File: src/rtl/tdl_pkg.sv
package tdl_pkg;
  typedef enum logic [2:0] {
    ST_IDLE,
    ST_HDR,
    ST_FOUT,
    ST_FRAG,
    ST_WAIT,
    ST_STAT,
    ST_LINK
  } tdl_state_e;

  localparam int HDR_WORDS    = 6;
  localparam int FRAG_WORDS   = 3;
  localparam int HDR_CNT_IDX  = 2;
  localparam int HDR_FRAG_IDX = 3;

  localparam int SB_OK    = 0;
  localparam int SB_UNDER = 1;
  localparam int SB_BCM   = 2;
  localparam int SB_COLL  = 3;
  localparam int SB_DEFER = 4;
endpackage

File: src/rtl/tdl_err_eval.sv
module tdl_err_eval #(
  parameter int DW = 16
) (
  input  logic          err_underrun,
  input  logic          err_bytecnt,
  input  logic          err_coll,
  input  logic          err_defer,
  input  logic          defer_chk_en,
  output logic          abort,
  output logic [DW-1:0] status
);
  import tdl_pkg::*;

  always_comb begin
    abort = err_underrun | err_bytecnt | err_coll | (err_defer & defer_chk_en);
    status = '0;
    status[SB_OK]    = ~abort;
    status[SB_UNDER] = err_underrun;
    status[SB_BCM]   = err_bytecnt;
    status[SB_COLL]  = err_coll;
    status[SB_DEFER] = err_defer;
  end

  always_comb begin
    a_ok_excl_r7: assert (!(status[SB_OK] && (err_underrun || err_bytecnt || err_coll)))
      else $error("ok bit set with abort cause");
  end
endmodule

File: src/rtl/tdl_cmd_ctrl.sv
module tdl_cmd_ctrl (
  input  logic clk,
  input  logic rst_n,
  input  logic tx_cmd,
  input  logic halt_cmd,
  input  logic busy,
  input  logic stop_evt,
  output logic start,
  output logic halt_now
);
  logic halt_pend;

  assign start    = tx_cmd & ~busy;
  assign halt_now = halt_pend | halt_cmd;

  always_ff @(posedge clk) begin
    if (!rst_n)                halt_pend <= 1'b0;
    else if (stop_evt)         halt_pend <= 1'b0;
    else if (halt_cmd && busy) halt_pend <= 1'b1;
  end

  p_halt_clear_r8: assert property (@(posedge clk) disable iff (!rst_n)
    !busy |-> !halt_pend)
    else $error("halt request left pending while idle");
endmodule

File: src/rtl/tdl_frag_reg.sv
module tdl_frag_reg #(
  parameter int DW = 16
) (
  input  logic            clk,
  input  logic            rst_n,
  input  logic            cap_en,
  input  logic [1:0]      cap_sel,
  input  logic [DW-1:0]   cap_data,
  input  logic            frag_ready,
  output logic            frag_valid,
  output logic [2*DW-1:0] frag_addr,
  output logic [DW-1:0]   frag_len
);
  logic [DW-1:0] lo_q, hi_q, len_q;
  logic          vld_q;

  always_ff @(posedge clk) begin
    if (!rst_n) begin
      lo_q  <= '0;
      hi_q  <= '0;
      len_q <= '0;
      vld_q <= 1'b0;
    end else begin
      if (vld_q && frag_ready) vld_q <= 1'b0;
      if (cap_en) begin
        case (cap_sel)
          2'd0:    lo_q <= cap_data;
          2'd1:    hi_q <= cap_data;
          default: begin
            len_q <= cap_data;
            vld_q <= 1'b1;
          end
        endcase
      end
    end
  end

  assign frag_valid = vld_q;
  assign frag_addr  = {hi_q, lo_q};
  assign frag_len   = len_q;

  p_frag_hold_r4: assert property (@(posedge clk) disable iff (!rst_n)
    frag_valid && !frag_ready |=> frag_valid && $stable(frag_addr) && $stable(frag_len))
    else $error("fragment changed under back-pressure");
endmodule

File: src/rtl/tdl_seq.sv
module tdl_seq #(
  parameter int AW  = 16,
  parameter int DW  = 16,
  parameter int FCW = 4
) (
  input  logic            clk,
  input  logic            rst_n,
  input  logic            tx_cmd,
  input  logic            halt_cmd,
  input  logic [AW-1:0]   list_base,
  input  logic            defer_chk_en,
  input  logic            pkt_done,
  input  logic            err_underrun,
  input  logic            err_bytecnt,
  input  logic            err_coll,
  input  logic            err_defer,
  output logic            mem_req,
  output logic            mem_we,
  output logic [AW-1:0]   mem_addr,
  output logic [DW-1:0]   mem_wdata,
  input  logic            mem_gnt,
  input  logic [DW-1:0]   mem_rdata,
  output logic            frag_valid,
  input  logic            frag_ready,
  output logic [2*DW-1:0] frag_addr,
  output logic [DW-1:0]   frag_len,
  output logic [AW-1:0]   cur_desc,
  output logic            busy
);
  import tdl_pkg::*;

  localparam int IDXW = $clog2(HDR_WORDS);
  localparam logic [IDXW-1:0] HDR_LAST  = IDXW'(HDR_WORDS - 1);
  localparam logic [IDXW-1:0] FRAG_LAST = IDXW'(FRAG_WORDS - 1);
  localparam logic [IDXW-1:0] CNT_IDX   = IDXW'(HDR_CNT_IDX);
  localparam logic [IDXW-1:0] FRG_IDX   = IDXW'(HDR_FRAG_IDX);

  tdl_state_e      state;
  logic [AW-1:0]   cur_q, rd_ptr;
  logic [IDXW-1:0] idx;
  logic [FCW-1:0]  frag_left;
  logic [DW-1:0]   stat_q;
  logic            abort_q, have_prev;

  logic            grant, start, halt_now, stop_evt, abort_c;
  logic [DW-1:0]   status_c;
  logic            cap_en;
  logic [1:0]      cap_sel;
  logic [IDXW-1:0] sel_off;
  logic [FCW-1:0]  cnt_field;
  logic [AW-1:0]   link_next;

  assign busy      = (state != ST_IDLE);
  assign mem_req   = (state == ST_HDR) || (state == ST_FRAG) ||
                     (state == ST_STAT) || (state == ST_LINK);
  assign mem_we    = (state == ST_STAT);
  assign mem_addr  = (state == ST_STAT) ? cur_q : rd_ptr;
  assign mem_wdata = stat_q;
  assign cur_desc  = cur_q;
  assign grant     = mem_req && mem_gnt;
  assign cnt_field = mem_rdata[FCW-1:0];
  assign link_next = AW'(mem_rdata) & ~AW'(1);

  assign stop_evt = grant && (((state == ST_STAT) && (abort_q || halt_now)) ||
                              ((state == ST_LINK) && mem_rdata[0]));

  assign cap_en  = grant && (((state == ST_HDR) && (idx >= FRG_IDX)) || (state == ST_FRAG));
  assign sel_off = (state == ST_HDR) ? (idx - FRG_IDX) : idx;
  assign cap_sel = sel_off[1:0];

  tdl_cmd_ctrl u_cmd (
    .clk      (clk),
    .rst_n    (rst_n),
    .tx_cmd   (tx_cmd),
    .halt_cmd (halt_cmd),
    .busy     (busy),
    .stop_evt (stop_evt),
    .start    (start),
    .halt_now (halt_now)
  );

  tdl_err_eval #(.DW(DW)) u_err (
    .err_underrun (err_underrun),
    .err_bytecnt  (err_bytecnt),
    .err_coll     (err_coll),
    .err_defer    (err_defer),
    .defer_chk_en (defer_chk_en),
    .abort        (abort_c),
    .status       (status_c)
  );

  tdl_frag_reg #(.DW(DW)) u_frag (
    .clk        (clk),
    .rst_n      (rst_n),
    .cap_en     (cap_en),
    .cap_sel    (cap_sel),
    .cap_data   (mem_rdata),
    .frag_ready (frag_ready),
    .frag_valid (frag_valid),
    .frag_addr  (frag_addr),
    .frag_len   (frag_len)
  );

  always_ff @(posedge clk) begin
    if (!rst_n) begin
      state     <= ST_IDLE;
      cur_q     <= '0;
      rd_ptr    <= '0;
      idx       <= '0;
      frag_left <= '0;
      stat_q    <= '0;
      abort_q   <= 1'b0;
      have_prev <= 1'b0;
    end else begin
      case (state)
        ST_IDLE: if (start) begin
          have_prev <= 1'b1;
          if (have_prev) begin
            state <= ST_LINK;
          end else begin
            cur_q  <= list_base;
            rd_ptr <= list_base + AW'(1);
            idx    <= '0;
            state  <= ST_HDR;
          end
        end
        ST_HDR: if (grant) begin
          rd_ptr <= rd_ptr + AW'(1);
          idx    <= idx + IDXW'(1);
          if (idx == CNT_IDX)
            frag_left <= (cnt_field == '0) ? '0 : cnt_field - FCW'(1);
          if (idx == HDR_LAST) state <= ST_FOUT;
        end
        ST_FOUT: if (frag_valid && frag_ready) begin
          if (frag_left != '0) begin
            frag_left <= frag_left - FCW'(1);
            idx       <= '0;
            state     <= ST_FRAG;
          end else begin
            state <= ST_WAIT;
          end
        end
        ST_FRAG: if (grant) begin
          rd_ptr <= rd_ptr + AW'(1);
          idx    <= idx + IDXW'(1);
          if (idx == FRAG_LAST) state <= ST_FOUT;
        end
        ST_WAIT: if (pkt_done) begin
          stat_q  <= status_c;
          abort_q <= abort_c;
          state   <= ST_STAT;
        end
        ST_STAT: if (grant) begin
          state <= (abort_q || halt_now) ? ST_IDLE : ST_LINK;
        end
        ST_LINK: if (grant) begin
          if (mem_rdata[0]) begin
            state <= ST_IDLE;
          end else begin
            cur_q  <= link_next;
            rd_ptr <= link_next + AW'(1);
            idx    <= '0;
            state  <= ST_HDR;
          end
        end
        default: state <= ST_IDLE;
      endcase
    end
  end

  p_req_hold_r11: assert property (@(posedge clk) disable iff (!rst_n)
    mem_req && !mem_gnt |=> mem_req && $stable(mem_addr) && $stable(mem_we) && $stable(mem_wdata))
    else $error("memory request changed before grant");

  p_idle_quiet_r11: assert property (@(posedge clk) disable iff (!rst_n)
    !busy |-> !mem_req)
    else $error("request while idle");

  p_stat_addr_r5: assert property (@(posedge clk) disable iff (!rst_n)
    mem_req && mem_we |-> mem_addr == cur_desc)
    else $error("status write not at descriptor base");

  p_abort_stop_r7: assert property (@(posedge clk) disable iff (!rst_n)
    (state == ST_STAT) && grant && abort_q |=> !busy)
    else $error("walk continued after abort");

  p_eol_stop_r6: assert property (@(posedge clk) disable iff (!rst_n)
    (state == ST_LINK) && grant && mem_rdata[0] |=> !busy && $stable(cur_desc))
    else $error("walk continued past end of list");

  p_no_fetch_pending_r4: assert property (@(posedge clk) disable iff (!rst_n)
    frag_valid |-> !mem_req)
    else $error("memory fetch while fragment pending");
endmodule

File: config.mk
export PLATFORM = sky130hd
export DESIGN_NAME = tdl_seq
export DESIGN_NICKNAME = d
export VERILOG_FILES = /design/src/rtl/tdl_pkg.sv /design/src/rtl/tdl_err_eval.sv /design/src/rtl/tdl_cmd_ctrl.sv /design/src/rtl/tdl_frag_reg.sv /design/src/rtl/tdl_seq.sv
export SDC_FILE = /design/constraint.sdc
export NUM_CORES = 1
export LEC_CHECK = 0
export ABC_AREA = 0
export BUFFER_PORTS_ARGS = -buffer_cell sky130_fd_sc_hd__buf_2
export CAP_MARGIN = 25
export CORE_MARGIN = 2
export CORE_UTILIZATION = 53
export CTS_CLUSTER_SIZE = 30
export DETAILED_ROUTE_END_ITERATION = 8
export MAX_ROUTING_LAYER = met4
export PLACE_DENSITY = 0.87
export SLEW_MARGIN = 20
export SYNTH_ARGS = -nofsm -noshare
export SYNTH_HDL_FRONTEND = slang
export SYNTH_SLANG_ARGS = --single-unit
File: constraint.sdc
create_clock -name clk -period 3 [get_ports clk]
set_input_delay 0.15 -clock clk [delete_from_list [all_inputs] [get_ports clk]]
set_output_delay 0.15 -clock clk [all_outputs]
set_load 0.005 [all_outputs]
==> flow_summary_export.csv <==
group,metric,value,unit
status,status,"complete, no violations",
final_layout,synthToLayoutAreaGrowth,16.2,%
power,leakage,0.00309,uW
cts,clk-insertion-delay-late,370,ps
synthesis,async_reset_ff_share,0,%
sta,setup_viol,0,
worst_setup_path,crit_required,2850,ps
routing,viasPerCell,5.79,
hold_path,min_path_type,"primary input to register",
sta,max_clock_freq,365,MHz
sta,fin_setup_tns,0,ps
synthesis,yosys.area.top_type,"dfxtp_1",
routing,vias,4924,
synthesis,syn_area_per_cell,8.77,sq um
flow_run,drv_cap,0,
global_route,grtUsageMet1,34.6,%
synthesis,yosys_register_bits,99,
global_route,grt_busiest_layer,"met2",
final_layout,diodes,0,
power,powerDensity,779,nW/um^2
die,die_w,104,um
place,portBuffers,132,
sta,rsz0062_at_grt,"false",
die,die_h,104,um
routing,wl,13900,um
synthesis,synthTopCellsByArea,"dfxtp_1, mux2i_1, nor2_1, nand2_1, mux2_2",
sta,skew,10.8,ps
global_route,grtUsageTotal,26.3,%
worst_setup_path,worstPathMaxFanout,17,
power,peakVddDrop,353,uV
global_route,antenna_found_initial,0,
synthesis,synthCells,600,
cts,postCtsHoldBufs,0,
routing,antenna_left,0,
worst_setup_path,startpoint_type,"register",
synthesis,ys_seq_area_share,37.7,%
global_route,grtUsageMet3,3.84,%
die,core,9680,sq um
global_route,grt_max_degree,59,
routing,drc,0,
sta,fin_crit,2740,ps
routing,drt-initial-drc-count,368,
synthesis,ys.flop_type,"dfxtp_1",
global_route,grt_pass1_wl,22900,um
die,dieArea,10700,sq um
routing,routedWlPerCell,16.4,um
final_layout,fin_nets,763,
worst_setup_path,arrival,2590,ps
synthesis,synth_cell_types,63,
cts,clock-sinks,99,
cts,h-tree-depth,3,
place,pre_cts_ws,668,ps
sta,layout_worst_path_cycle_share,91.4,%
sta,finalHoldViolCount,0,
sta,report.final.slew_viol_count,0,
sta,worstMarginPinSlew,853,ps
routing,drtPass1Iterations,5,
place,dpl.hpwl,9840,um
die,initial_core_util,54.4,%
global_route,grt_overflow,0,
global_route,grt_pass1_vias,4585,
die,io_pins,144,
synthesis,ys_warn_count,0,
sta,whs,45.0,ps
final_layout,drive_gt1_share,27.6,%
synthesis,netlist_area,5260,sq um
cts,numCtsBuffers,9,
cts,cts_tree,"built",
worst_setup_path,crit_type,"register to output port",
place,place_congestion,0.924,
cts,path_clk_slew,110,ps
synthesis,synth_enable_flop_cells,0,
synthesis,netlist.area_leader.share,37.7,%
sta,final.setup.worst_slack,257,ps
global_route,use_met2,40.9,%
power,power,4760,uW
worst_setup_path,cp-end-kind,"output port",
die,std_cell_rows,36,
cts,cts_setup_buffers,0,
cts,cts_resized,0,
sta,slew_headroom,41.7,%
cts,clockBufferDepth,2,
cts,clockRootBuffer,"clkbuf_8",
==> Yosys cell counts, types with 2 or more instances <==
cell and instances:
dfxtp_1 99, nor2_1 95, mux2i_1 70, nand2_1 65
a21oi_1 31, mux2_2 19, a311oi_1 17, buf_4 16
clkbuf_1 16, nor3_1 15, o21ai_0 14, or3_1 13
buf_2 11, xor2_1 9, and3_1 8, inv_1 8
nand3_1 8, a31oi_1 7, ha_1 7, a211oi_1 6
buf_6 6, nand2b_1 6, nor2b_1 4, nand4_1 3
a21oi_2 2, mux2_1 2, nor3_2 2, nor3b_1 2
o211ai_1 2, o21ai_1 2, or3b_1 2, xnor2_1 2
==> cell type report <==
type	instances	area, sq um
Tap cell	133	166
Sequential cell	99	1980
Inverter	9	33.8
Multi-Input combinational cell	452	2980
Clock buffer	9	124
Fill cell	801	3570
Timing Repair Buffer	141	741
Clock inverter	7	88.8
==> worst paths after layout <==
check | from | end | slack [ps] | cells after the start
setup / recovery | state[0] | mem_addr[14] | 260 | 5
setup reg to reg | state[0] | idx[2] | 610 | 6
hold / removal | err_underrun | mem_wdata[1] | 40 | 3
hold reg to reg | mem_wdata[0] | mem_wdata[0] | 480 | 2
==> per-stage QoR <==
step	area (sq um)	std cells	util, %
3_5_place_dp	5900	834	60.9
4_1_cts	6110	850	63.1
2_1_floorplan	5300	610	-
6_report	6110	850	63.1
3_3_place_gp	5900	834	60.9
5_1_grt	6110	850	63.1
==> cells in the final DEF, fill, tap and decap left out, drive strengths merged, types with 8 or more instances in the layout <==
master  instances
o21ai          16
nor3           17
and3            8
a311oi         17
a21oi          33
buf           141
conb           11
dfxtp          99
nand3           8
mux2           21
clkbuf          9
nand2          67
mux2i          72
xor2            9
nor2           97
inv            13
a31oi           8
or3            14
==> state kept, by name (all words and copies together) (netlist names), 3 cells and up <==
name	count
cur_desc	16
rd_ptr	16
u_frag.frag_len	16
u_frag.hi_q	16
u_frag.lo_q	16
mem_wdata	5
frag_left	4
idx	3
state	3
==> cell families after synthesis <==
logic type,after synthesis,synth area share [%]
fa+ha+maj,7,1.66
compound gates,94,12.0
mux,94,18.9
simple gates,235,21.4
xor+xnor,11,1.83
flops,99,37.7
buf+inv,59,6.47
other cells,1,0.0712
==> per-layer routing <==
layer	routed length, um	up-vias	part of all wire (%)
li1	-	2308	-
met4	391	0	2.8
met3	985	42	7.1
met2	6460	242	46
met1	6110	2332	44
met5	0	-	0
==> where the power goes <==
group          internal, uW  switching [uW]  total (uW)
clock network           343             555         898
logic                   883            1210        2100
registers              1560             208        1770
==> critical path: stages (launching register included) <==
cell and delay, ps:
dfxtp_1 460, buf_4 260, nor2b_1 310, nand2_1 550, mux2_2 500, buf_2 130
Power figures use the tool's default switching activity.
